$ cat src/rtl/gpirq_pkg.sv
package gpirq_pkg;
  localparam int NGROUP  = 8;
  localparam int TRG_W   = 3;
  localparam int SEL_W   = 4;
  localparam int LANE_W  = 8;
  localparam int ADDR_W  = 3;
  localparam int DATA_W  = 32;

  localparam logic [TRG_W-1:0] TRG_LVL_LO = 3'd3;
  localparam logic [TRG_W-1:0] TRG_LVL_HI = 3'd4;
  localparam logic [TRG_W-1:0] TRG_RISE   = 3'd5;
  localparam logic [TRG_W-1:0] TRG_FALL   = 3'd6;
  localparam logic [TRG_W-1:0] TRG_BOTH   = 3'd7;

  localparam logic [ADDR_W-1:0] A_TRIG   = 3'd0;
  localparam logic [ADDR_W-1:0] A_SEL    = 3'd1;
  localparam logic [ADDR_W-1:0] A_ENA    = 3'd2;
  localparam logic [ADDR_W-1:0] A_ACK    = 3'd3;
  localparam logic [ADDR_W-1:0] A_PEND   = 3'd4;
  localparam logic [ADDR_W-1:0] A_MPEND  = 3'd5;
endpackage

$ cat src/rtl/gpirq_regs.sv
module gpirq_regs
  import gpirq_pkg::*;
(
  input  logic                     clk,
  input  logic                     rst_n,
  input  logic                     we,
  input  logic [ADDR_W-1:0]        addr,
  input  logic [DATA_W-1:0]        wdata,
  input  logic [NGROUP-1:0]        pend,
  output logic [NGROUP*TRG_W-1:0]  trig_cfg,
  output logic [NGROUP*SEL_W-1:0]  sel_cfg,
  output logic [NGROUP-1:0]        ena,
  output logic [NGROUP-1:0]        ack,
  output logic [DATA_W-1:0]        rdata
);
  localparam int TW = NGROUP*TRG_W;
  localparam int SW = NGROUP*SEL_W;

  logic [TW-1:0]     trig_d;
  logic [SW-1:0]     sel_d;
  logic [NGROUP-1:0] ena_d;
  logic              trig_en, sel_en, ena_en;

  always_comb begin
    trig_en = we && (addr == A_TRIG);
    sel_en  = we && (addr == A_SEL);
    ena_en  = we && (addr == A_ENA);
    trig_d  = trig_en ? wdata[TW-1:0] : trig_cfg;
    sel_d   = sel_en  ? wdata[SW-1:0] : sel_cfg;
    ena_d   = ena_en  ? wdata[NGROUP-1:0] : ena;
    ack     = (we && (addr == A_ACK)) ? wdata[NGROUP-1:0] : '0;
  end

  always_ff @(posedge clk or negedge rst_n) begin
    if (!rst_n) begin
      trig_cfg <= '0;
      sel_cfg  <= '0;
      ena      <= '0;
    end else begin
      trig_cfg <= trig_d;
      sel_cfg  <= sel_d;
      ena      <= ena_d;
    end
  end

  always_comb begin
    rdata = '0;
    case (addr)
      A_TRIG:  rdata[TW-1:0]     = trig_cfg;
      A_SEL:   rdata[SW-1:0]     = sel_cfg;
      A_ENA:   rdata[NGROUP-1:0] = ena;
      A_PEND:  rdata[NGROUP-1:0] = pend;
      A_MPEND: rdata[NGROUP-1:0] = pend & ena;
      default: rdata = '0;
    endcase
  end

  p_ena_hold_r2: assert property (@(posedge clk) disable iff (!rst_n)
    !(we && addr == A_ENA) |=> $stable(ena));
endmodule

$ cat src/rtl/gpirq_group.sv
module gpirq_group
  import gpirq_pkg::*;
#(
  parameter int NUM_PORTS = 4,
  parameter int PORT_W    = 32,
  parameter int GRP_IDX   = 0
) (
  input  logic                        clk,
  input  logic                        rst_n,
  input  logic [NUM_PORTS*PORT_W-1:0] ports,
  input  logic [SEL_W-1:0]            sel,
  input  logic [TRG_W-1:0]            mode,
  input  logic                        ack,
  output logic                        pending
);
  localparam int LANES = PORT_W / LANE_W;

  logic pin_raw, sync1, sync2, sync_prev, hit, pend_d;

  always_comb begin
    pin_raw = 1'b0;
    for (int p = 0; p < NUM_PORTS; p++) begin
      for (int l = 0; l < LANES; l++) begin
        if (sel == SEL_W'(p*4 + l))
          pin_raw = ports[p*PORT_W + l*LANE_W + GRP_IDX];
      end
    end
  end

  always_comb begin
    case (mode)
      TRG_LVL_LO: hit = !sync2;
      TRG_LVL_HI: hit = sync2;
      TRG_RISE:   hit = sync2 && !sync_prev;
      TRG_FALL:   hit = !sync2 && sync_prev;
      TRG_BOTH:   hit = sync2 ^ sync_prev;
      default:    hit = 1'b0;
    endcase
    pend_d = hit || (pending && !ack);
  end

  always_ff @(posedge clk or negedge rst_n) begin
    if (!rst_n) begin
      sync1     <= 1'b0;
      sync2     <= 1'b0;
      sync_prev <= 1'b0;
      pending   <= 1'b0;
    end else begin
      sync1     <= pin_raw;
      sync2     <= sync1;
      sync_prev <= sync2;
      pending   <= pend_d;
    end
  end

  p_ack_clears_r9: assert property (@(posedge clk) disable iff (!rst_n)
    (ack && !hit) |=> !pending);
  p_event_wins_r11: assert property (@(posedge clk) disable iff (!rst_n)
    (ack && hit) |=> pending);
  p_off_quiet_r7: assert property (@(posedge clk) disable iff (!rst_n)
    (mode < TRG_LVL_LO && !pending) |=> !pending);
endmodule

$ cat src/rtl/gpirq_top.sv
module gpirq_top
  import gpirq_pkg::*;
#(
  parameter int NUM_PORTS = 4,
  parameter int PORT_W    = 32
) (
  input  logic                        clk,
  input  logic                        rst_n,
  input  logic [NUM_PORTS*PORT_W-1:0] port_in,
  input  logic                        reg_we,
  input  logic [ADDR_W-1:0]           reg_addr,
  input  logic [DATA_W-1:0]           reg_wdata,
  output logic [DATA_W-1:0]           reg_rdata,
  output logic                        irq_o
);
  logic                     rst_meta, rst_sync_n;
  logic [NGROUP*TRG_W-1:0]  trig_cfg;
  logic [NGROUP*SEL_W-1:0]  sel_cfg;
  logic [NGROUP-1:0]        ena, ack, pend, masked;
  logic                     irq_d;

  always_ff @(posedge clk or negedge rst_n) begin
    if (!rst_n) begin
      rst_meta   <= 1'b0;
      rst_sync_n <= 1'b0;
    end else begin
      rst_meta   <= 1'b1;
      rst_sync_n <= rst_meta;
    end
  end

  gpirq_regs u_regs (
    .clk      (clk),
    .rst_n    (rst_sync_n),
    .we       (reg_we),
    .addr     (reg_addr),
    .wdata    (reg_wdata),
    .pend     (pend),
    .trig_cfg (trig_cfg),
    .sel_cfg  (sel_cfg),
    .ena      (ena),
    .ack      (ack),
    .rdata    (reg_rdata)
  );

  for (genvar g = 0; g < NGROUP; g++) begin : g_grp
    gpirq_group #(
      .NUM_PORTS (NUM_PORTS),
      .PORT_W    (PORT_W),
      .GRP_IDX   (g)
    ) u_grp (
      .clk     (clk),
      .rst_n   (rst_sync_n),
      .ports   (port_in),
      .sel     (sel_cfg[g*SEL_W +: SEL_W]),
      .mode    (trig_cfg[g*TRG_W +: TRG_W]),
      .ack     (ack[g]),
      .pending (pend[g])
    );
  end

  always_comb begin
    masked = pend & ena;
    irq_d  = |masked;
  end

  always_ff @(posedge clk or negedge rst_sync_n) begin
    if (!rst_sync_n) irq_o <= 1'b0;
    else             irq_o <= irq_d;
  end

  p_irq_low_r10: assert property (@(posedge clk) disable iff (!rst_sync_n)
    (masked == '0) |=> !irq_o);
  p_irq_high_r10: assert property (@(posedge clk) disable iff (!rst_sync_n)
    (masked != '0) |=> irq_o);
endmodule

$ cat config.mk
export PLATFORM = sky130hd
export DESIGN_NAME = gpirq_top
export DESIGN_NICKNAME = d
export VERILOG_FILES = /design/src/rtl/gpirq_pkg.sv /design/src/rtl/gpirq_regs.sv /design/src/rtl/gpirq_group.sv /design/src/rtl/gpirq_top.sv
export SDC_FILE = /design/constraint.sdc
export NUM_CORES = 1
export LEC_CHECK = 0
export CAP_MARGIN = 0
export CORE_AREA = 5 5 118 120
export DETAILED_ROUTE_END_ITERATION = 6
export DIE_AREA = 0 0 123 125
export DONT_BUFFER_PORTS = 1
export GPL_ROUTABILITY_DRIVEN = 0
export PLACE_DENSITY = 0.61
export SLEW_MARGIN = 20
export SYNTH_ARGS = -nofsm -noshare
export SYNTH_HDL_FRONTEND = slang
export SYNTH_SLANG_ARGS = --single-unit
$ cat constraint.sdc
create_clock -name clk -period 4.4 [get_ports clk]
set_clock_uncertainty 0.2 [all_clocks]
set_input_delay 0.66 -clock clk [delete_from_list [all_inputs] [get_ports clk]]
set_output_delay 0.66 -clock clk [all_outputs]
set_load 0.005 [all_outputs]
# Yosys cells after proc, flatten, opt, wreduce, memory -nomap -nowiden

Cells that the tools add are included.

Register bits after elaboration: 99
Input bits: 166
Output and inout bits: 33
Logic and storage cells: 422

Eq/ne operators: 165
Mux-type cells: 140
Bitwise operators: 9
Reductions and logical operators: 70

Operators with widths:

| cell                                                | count |
|---|---|
| equality test 4 bit, second input constant          | 64 |
| equality test 4 x 3 -> 1 bit, second input constant | 32 |
| two-way mux 1 bit                                   | 128 |
| equality test 3 bit, second input constant          | 34 |
| equality test 4 x 2 -> 1 bit, second input constant | 16 |
| case mux 1 bit (5 select lines)                     | 8 |
| case mux 8 bit (5 select lines)                     | 1 |
| equality test 4 x 1 -> 1 bit, second input constant | 8 |
| zero test 4 bit                                     | 8 |
| case mux 16 bit (2 select lines)                    | 1 |
| equality test 3 x 2 -> 1 bit, second input constant | 10 |
| logical AND 1 bit                                   | 28 |
| zero test 1 bit                                     | 24 |
| two-way mux 8 bit                                   | 2 |
| AND 8 bit                                           | 1 |
| logical OR 1 bit                                    | 8 |
| OR reduction 8 bit                                  | 1 |
| bitwise XOR 1 bit                                   | 8 |
| equality test 3 x 1 -> 1 bit, second input constant | 1 |
| zero test 3 bit                                     | 1 |

# Depth between registers and ports, before layout

Gate-level depths: netlist of the first run.

Depth in word-level cells: 17
Mapped depth: 7

# Hierarchy

A second synthesis of the first run with hierarchy kept.

Cell total of the unflattened synthesis: 530
Area total of the unflattened synthesis: 5929.4 µm²

Modules (own cells, without submodules):

| module      | instances | cells each | area an instance (µm²) | seq. area each (µm²) |
|---|---|---|---|---|
| gpirq_regs  | 1         | 233        | 3091.7                 | 1601.5 |
| gpirq_group | 8         | 36         | 340.3                  | 100.1 |
| gpirq_top   | 1         | 9          | 115.1                  | 75.1 |

# Worst setup path before layout of the first run

OpenSTA, ideal clock, no wires.

Path type: in2out
Start point: input port reg_addr[2]
End point: output port reg_rdata[10]
Arrival time: 1.594 ns
Data required time: 3.540 ns
Path slack: 1.946 ns
Cell stages on the path: 4
Cell sequence: buf_2 -> nor3b_4 -> clkbuf_1 -> a22o_1

Cells in the longest elaborated chain, start to end: 2
Elaborated cells on any way between the ends: 3
Classes of those cells: 1 x eq/ne; 1 x mux; 1 x reduce/logical

RTL lines:

| element                                                         | RTL line         | source |
|---|---|---|
| start: declaration                                              | gpirq_top.sv:11  | `input logic [ADDR_W-1:0] reg_addr,` |
| equality test 3 x 1 -> 1 bit or zero test 3 bit (tied branches) | gpirq_regs.sv:48 | `case (addr)` |
| case mux 16 bit (2 select lines) *                              | gpirq_regs.sv:48 |  |
| end: declaration                                                | gpirq_top.sv:13  | `output logic [DATA_W-1:0] reg_rdata,` |

Every way passes the cells marked *; elsewhere a longest branch is shown, timed or not.

# Final worst setup path of the first run

Start point: input port reg_addr[1]
End point: output port reg_rdata[2]

Cells in the longest elaborated chain, start to end: 2
Elaborated cells on any way between the ends: 6
Classes of those cells: 4 x eq/ne; 1 x mux; 1 x reduce/logical

RTL lines:

| element                                           | RTL line |
|---|---|
| equality test 3 bit, or another cell as far along | gpirq_regs.sv:48 |
| case mux 8 bit (5 select lines) *                 | gpirq_regs.sv:48 |

Marked as above.

==> metrics.cfg, run 1 <==
[synthesis]
synth_area_leaders = dfrtp_1 44%, mux4_2 13%, mux2_1 11%, ha_1 3.6%, a22o_1 2.8%
syn_nets = 625
synth_seq_cells = 99
async_flop_share_pct = 100
yosysWarnings = 0
syn_inst = 443
synth_edf_count = 0
synth-main-ff-cell = dfrtp_1
yosysTopAreaCellShare_pct = 44.0
yosys.area.top_type = dfrtp_1
yosysSeqAreaShare_pct = 44.0
syn_area_um2 = 5630
avgSynthCellArea_um2 = 12.7
synthDistinctLibCells = 46

[clock_network]
cts_setup_buffers = 0
cts_hold_buf = 1
clkLatencyLatePin_ns = 0.35
cts.path.max_buffers = 2
cts_made_buffers = 9
clock-sinks = 99
htreeDepth = 3
cts_root_buf = clkbuf_16
clk_pin_slew_ns = 0.06
post_cts_resize_count = 0
cts_tree = done

[timing]
rsz0062_at_grt = no
slew_headroom_pct = 42.3
final_max_slew_viol_count = 0
tns_ns = 0
whs_ns = 0.146
period_needed_ns = 2.45
hold_viol_final = 0
worst_slew_pin_slew_ns = 0.866
min_period_over_period_pct = 55.7
max_freq_mhz = 408
setup_viol = 0
setup_slack_ns = 1.95

[floorplanning]
die_area_um2 = 15400
start_util_pct = 43.7
fp-row-count = 42
io-pin-count = 199
core_um2 = 12900
die_h_um = 125
die_w_um = 123

[routing]
drt-vias-per-instance = 6.02
route.detailed.drc = 0
wl_mm = 13.5
vias = 3675
firstDrtPassIters = 4
wl_per_cell_um = 22.1
drtIter0Drc = 172
ant_nets = 0

[finish]
areaGrowthSynthToFinish_pct = 6.63
fin_nets = 612
antenna_cells = 0
drive_gt1_share_pct = 15.0

[setup_path]
max_stage_delay_ns = 0.43
critPathMaxFanout = 14
worstPathArrival_ns = 1.59
reg2reg_depth = 2
critPathSlowestCell = nor2b_1
crit_path_start_kind = primary input
crit_path_end_kind = output port
crit_type = in -> out
cp.required_ns = 3.54
path_cells = nor2b_1 -> a22oi_1 -> o22ai_1

[power_and_ir_drop]
power_frac_seq_pct = 49.7
total_power_mw = 2.93
power_density_nw_per_um2 = 489
p_sw_mw = 0.890
p_int_mw = 2.04
peakVddDrop_v = 0.000256
leakage_nw = 2.42
p_clk_share_pct = 25.9
switching_share_pct = 30.4
combPwrFrac_pct = 24.4

[place]
place_ws_ns = 1.67
dpl.hpwl_mm = 10.4
io_buffers = 0

[run]
drv_cap = 0

[min_path]
hold_path.class = reg -> reg
hold_depth = 0

[global_route]
antenna_found_initial = 0
track_usage_pct = 18.5
overflow = 0
grt_pass1_wl_mm = 22.1
grt_max_degree = 59
grt_pass1_vias = 4082

[status]
status = finished clean

==> registers in the layout (all words and copies together), names as in the netlist <==
signal                 flops
rst_meta                   1
g_grp.u_grp.sync_prev      8
g_grp.u_grp.sync1          8
rst_sync_n                 1
g_grp.u_grp.sync2          8
u_regs.ena                 8
u_regs.trig_cfg           24
g_grp.u_grp.pending        8
irq_o                      1
u_regs.sel_cfg            32
==> cell usage after synthesis, types with 2 or more instances <==
library cell   n
a21o_1         6
a21oi_1        8
a221o_1        2
a22o_1        18
a22oi_1       12
a2bb2oi_1      2
a31oi_1        8
a32oi_1        8
and2_1        10
and3_1         2
buf_2         12
buf_6          6
clkbuf_1      11
dfrtp_1       99
ha_1          16
inv_1         22
mux2_1        56
mux2_2        12
mux2i_1        9
mux4_2        32
nand2_1       16
nand2b_1       8
nand3_1        3
nand3b_1       6
nand4_1        2
nor2_1         4
nor2b_1       12
nor3b_1        2
o211ai_1       3
o21ai_0        6
o21ai_1        6
o22ai_1        9
or3_1          2
==> final timing paths <==
kind,startpoint,endpoint,slack [ns]
worst min register to register,g_grp[0].u_grp.sync1,g_grp[0].u_grp.sync2,0.15
worst max-delay path,reg_addr[1],reg_rdata[2],1.95
worst min-delay path,g_grp[0].u_grp.sync1,g_grp[0].u_grp.sync2,0.15
min in group asynchronous,rst_sync_n,u_regs.sel_cfg[14],0.20
worst max register to register,u_regs.sel_cfg[8],g_grp[2].u_grp.sync1,2.53
max in group asynchronous,rst_sync_n,g_grp[4].u_grp.sync_prev,2.79
==> critical path, delay by kind of cell <==
family	cells	cell delay, ns
AOI/OAI and AO/OA	2	0.50
and+or+nand+nor	1	0.43
==> logic make-up after synthesis <==
kind of cell | count (synthesis) | share of synthesized area, %
buffers and inverters | 51 | 4.47
DFF | 99 | 44.0
AOI/OAI and AO/OA | 93 | 11.9
and+or+nand+nor | 74 | 7.92
adders and majority gates | 16 | 3.56
muxes | 109 | 28.0
other | 1 | 0.0667
==> area by class of cell <==
class	count	area, um2
clock buffer	12	236
fill	1176	6880
clock inverter	3	40.0
tap	176	220
inverter	22	82.6
timing repair buffer	5	40.0
sequential	99	2480
multi-input combinational	293	2900
==> power groups by stage <==
stage	clock (mW)	combinational [mW]	sequential [mW]
finish	0.758	0.717	1.46
floorplan	0	0.670	1.34
CTS	0.785	0.732	1.46
global route	0.822	0.816	1.51
detailed placement	0	0.727	1.48
global placement	0	0.680	1.46
==> layer usage <==
metal | wire length [um] | vias up | track usage (%)
met2 | 6960 | 132 | 31.3
met1 | 5120 | 1866 | 22.3
met4 | 406 | 0 | 7.82
met5 | 0 | - | 0
met3 | 985 | 23 | 4.70
li1 | - | 1654 | -
==> cell usage in the layout, fill, tap and decap left out, types with 8 or more instances in the layout <==
master / n
mux2_2: 12
a22oi_1: 12
mux2_1: 56
nand2b_1: 8
o22ai_1: 9
dfrtp_1: 98
and2_1: 9
a31oi_1: 8
clkbuf_16: 9
mux2i_1: 9
ha_1: 16
mux4_2: 32
a32oi_1: 8
inv_1: 22
a21oi_1: 8
a22o_1: 18
nand2_1: 16
nor2b_1: 12
==> metrics by stage <==
stage / util [%] / instance area (um2) / std cells
after detailed placement: 44.4 / 5710 / 594
after global placement: 44.4 / 5710 / 594
after CTS: 46.6 / 6000 / 610
final: 46.6 / 6000 / 610
after global routing: 46.6 / 6000 / 610
after floorplan: - / 5630 / 443
No activity file was read; power rests on OpenSTA's default activity.
==> run 2, diff against run 1 <==
clock period = 2.4 ns   (was 4.4 ns; I/O delays follow)
==> metrics.cfg, run 2 (same netlist as run 1, synthesis figures left out) <==
[setup_path]
path_cells = nand2b_1 -> a32oi_1 -> o22ai_1
cp.required_ns = 1.84
crit_type = reg -> out
crit_path_end_kind = output port
worstPathArrival_ns = 1.30
critPathSlowestCell = dfrtp_1
max_stage_delay_ns = 0.41
setup.worst_path.start = u_regs.ena[6]
critPathMaxFanout = 4
r2r_start = u_regs.sel_cfg[8]
crit_path_start_kind = register

[power_and_ir_drop]
power_frac_seq_pct = 47.9
p_sw_mw = 1.74
total_power_mw = 5.54
leakage_nw = 2.60
power_density_nw_per_um2 = 865
combPwrFrac_pct = 25.3
switching_share_pct = 31.3
p_int_mw = 3.81
peakVddDrop_v = 0.000614
p_clk_share_pct = 26.7

[status]
status = finished, violations left
failed_checks = negative hold slack

[floorplanning]
core_um2 = 12900
die_h_um = 125
start_util_pct = 43.7
fp-row-count = 42
die_w_um = 123
die_area_um2 = 15400
io-pin-count = 199

[timing]
max_freq_mhz = 537
final_max_slew_viol_count = 0
period_needed_ns = 1.86
rsz0062_at_grt = no
whs_ns = -0.00979
setup_viol = 0
hold_viol_final = 14
tns_ns = 0
min_period_over_period_pct = 77.6

[min_path]
hold_path.class = reg -> async

[routing]
drt-vias-per-instance = 5.96
route.detailed.drc = 0
drtIter0Drc = 209
firstDrtPassIters = 4
vias = 3866
wl_mm = 13.8
wl_per_cell_um = 21.3
ant_nets = 0

[finish]
fin_nets = 650
final_cell_mix = 98 x dfrtp_1, 56 x mux2_1, 33 x dlygate4sd3_1, 32 x mux4_2, 22 x inv_1
largestRegisters = u_regs.sel_cfg x32, u_regs.trig_cfg x24
regMostFlops = u_regs.sel_cfg
areaGrowthSynthToFinish_pct = 13.9
fillers = 1129
drive_gt1_share_pct = 15.9
largest_reg_flops = 32
stdcell_area_um2 = 6410
final_common_cell = dfrtp_1
antenna_cells = 0

[global_route]
overflow = 0
grt_max_degree = 60
grt_pass1_wl_mm = 22.5
track_usage_pct = 18.8
antenna_found_initial = 0
grt_pass1_vias = 4290

[clock_network]
post_cts_resize_count = 0
cts_setup_buffers = 0
cts_made_buffers = 9
cts_tree = done
clkLatencyLatePin_ns = 0.35
cts_root_buf = clkbuf_16
htreeDepth = 3
clock-sinks = 99
cts.path.max_buffers = 2
clk_pin_slew_ns = 0.07

[place]
io_buffers = 0
dpl.hpwl_mm = 10.6
placed_cell_area_um2 = 5770

[run]
drv_cap = 0

==> run 2: final timing paths <==
kind | to | slack [ns] | depth (start not counted)
max in group asynchronous | u_regs.sel_cfg[31] | 1.42 | 1
min | u_regs.sel_cfg[12] | -0.01 | 0
min in group clk | g_grp[0].u_grp.sync1 | 0.02 | 2
max | reg_rdata[6] | 0.54 | 3
max reg2reg | g_grp[2].u_grp.sync1 | 0.56 | 2
min reg2reg | u_regs.sel_cfg[12] | -0.01 | 0
==> run 2: layer usage <==
metal  up-vias  GRT usage [%]  share of wire, %
li1       1738              -                 -
met1      1955           22.3                39
met2       148           32.0                52
met3        25           6.55               7.1
met4         0           5.54               2.1
met5         -              0                 0
==> run 2: power by group through the flow <==
stage                     clock network, mW  registers, mW  logic (mW)
after floorplan                           0           2.46        1.23
final                                  1.48           2.66        1.40
after global routing                   1.60           2.75        1.58
after detailed placement                  0           2.69        1.36
after CTS                              1.54           2.66        1.42
after global placement                    0           2.66        1.28
==> run 2: through the flow <==
| stage | utilization (%) | worst slack, ns | std cells |
|---|---|---|---|
| floorplan | - | 0.521 | 443 |
| global placement | 44.8 | 0.611 | 600 |
| detailed placement | 44.8 | 0.558 | 600 |
| CTS | 49.8 | 0.534 | 649 |
| global route | 49.8 | 0.423 | 649 |
| finish | 49.8 | 0.537 | 649 |
==> run 2: final cells by class <==
type                    count  area (um2)  share of cell area (%)
multi-input cells         293        2900                    45.2
inverters                  22        82.6                    1.29
clock buffers               9         225                    3.51
well taps                 176         220                    3.44
flip-flops and latches     99        2480                    38.7
repair buffers             43         418                    6.52
clock inverters             7        85.1                    1.33
==> run 2: repair_timing <==
item | in CTS | in global routing
endpoints found under the hold margin | 74 | 0
hold buffers | 33 | 0
setup endpoints to repair | 0 | 0
==> run 2: worst max-delay path: cells and delay by family, from the launching register on <==
family,cells,cell delay [ns]
flops,1,0.41
simple gates,1,0.15
compound gates,2,0.39
==> run 3, diff against run 2 <==
clock period = 1.8 ns   (was 2.4 ns; I/O delays follow)
==> metrics.cfg, run 3 (same netlist as run 1, synthesis figures left out) <==
[timing]
rsz0062_at_grt = yes
final_max_slew_viol_count = 0
max_freq_mhz = 571
tns_ns = 0
slew_headroom_pct = 65.1
whs_ns = 0.0938
hold_viol_final = 0
min_period_over_period_pct = 97.3
setup_viol = 0
worst_slew_pin_slew_ns = 0.523
period_needed_ns = 1.75

[min_path]
hold_path.class = in -> reg
hold_depth = 4

[floorplanning]
start_util_pct = 43.7
fp-row-count = 42
core_um2 = 12900
die_h_um = 125
die_w_um = 123
die_area_um2 = 15400
io-pin-count = 199

[clock_network]
clkLatencyLatePin_ns = 0.35
clk_pin_slew_ns = 0.07
cts_made_buffers = 9
htreeDepth = 3
cts.path.max_buffers = 2
cts_tree = done
cts_root_buf = clkbuf_16
clock-sinks = 99

[finish]
largest_reg_flops = 32
largestRegisters = u_regs.sel_cfg x32, u_regs.trig_cfg x24
areaGrowthSynthToFinish_pct = 16.6
fillers = 1119
antenna_cells = 0
final_cell_mix = 92 x dfrtp_1, 56 x mux2_1, 35 x dlygate4sd3_1, 32 x mux4_2, 22 x inv_1
drive_gt1_share_pct = 20.1
fin_nets = 665
regMostFlops = u_regs.sel_cfg
final_common_cell = dfrtp_1

[place]
io_buffers = 0
dpl.hpwl_mm = 10.6

[setup_path]
max_stage_delay_ns = 0.51
critPathMostFrequentCell = mux4_2
cp.required_ns = 1.82
reg2reg_depth = 2
critPathSlowestCell = mux4_2
path_cells = mux4_2 -> mux4_2
crit_path_end_kind = register
critPathMaxFanout = 6
worstPathArrival_ns = 1.78
crit_path_start_kind = register
crit_type = reg -> reg

[routing]
vias = 3894
drt-vias-per-instance = 5.86
ant_nets = 0
drtIter0Drc = 188
route.detailed.drc = 0
wl_mm = 14.4
wl_per_cell_um = 21.7
firstDrtPassIters = 4

[run]
drv_cap = 0

[power_and_ir_drop]
power_density_nw_per_um2 = 1120
peakVddDrop_v = 0.000776
leakage_nw = 2.66

[global_route]
grt_max_degree = 98
grt_pass1_vias = 4324
overflow = 0
track_usage_pct = 19.3
antenna_found_initial = 0
grt_pass1_wl_mm = 23.2

[status]
status = finished clean

## run 3: critical path, delay by kind of cell, from the launching register on
family,cells,cell delay [ns]
multiplexers,2,0.97
flip-flops,1,0.45
## run 3: area by class of cell
type	instances	area (um2)	share of cell area, %
clock inverters	5	36.3	0.553
inverters	22	82.6	1.26
repair buffers	58	561	8.54
clock buffers	11	243	3.70
multi-input cells	293	2930	44.7
well taps	176	220	3.36
flip-flops and latches	99	2490	37.9
## run 3: layer usage
metal  GRT usage [%]  wire length (um)  part of all wire, %  vias up
met5               0                 0                    0        -
li1                -                 -                    -     1769
met2            33.5              7670                   53      128
met4            7.17               316                  2.2        0
met1            22.7              5560                   39     1972
met3            5.42               830                  5.8       25
## run 3: report_power, final
part           leakage, nW  switching, mW  internal (mW)  total (mW)
sequential            1.15          0.661           2.84        3.50
combinational         1.38          0.786           1.22        2.00
clock                0.128          0.855          0.978        1.83
total                 2.66           2.30           5.03        7.34
## run 3: per-stage QoR
step	cell area [um2]	std cells	util, %	power (mW)	setup WS, ns
6_report	6560	664	51.0	7.34	0.0487
5_1_grt	6560	664	51.0	7.86	-0.00432
4_1_cts	6500	661	50.5	7.40	0.0180
3_5_place_dp	5870	610	45.6	5.45	-0.0260
3_3_place_gp	5870	610	45.6	5.29	0.0118
2_1_floorplan	5630	443	-	4.92	0.0107
## run 3: path summary, 6_finish.rpt
kind	startpoint	end	slack, ns
worst max register to register	u_regs.sel_cfg[24]	g_grp[6].u_grp.sync1	0.05
worst min-delay path	port_in[21]	g_grp[5].u_grp.sync1	0.09
max in group asynchronous	rst_n	rst_sync_n	0.75
worst min register to register	g_grp[4].u_grp.sync1	g_grp[4].u_grp.sync2	0.15
min in group asynchronous	rst_sync_n	u_regs.sel_cfg[12]	0.18
worst max-delay path	u_regs.sel_cfg[24]	g_grp[6].u_grp.sync1	0.05
## run 3: what timing repair did
item	in CTS	in global routing
pin swaps	0	1
gates resized for setup	5	6
setup endpoints to repair	5	8
setup buffers	0	3
endpoints found under the hold margin	75	0
gates cloned	0	0
hold buffers	35	0
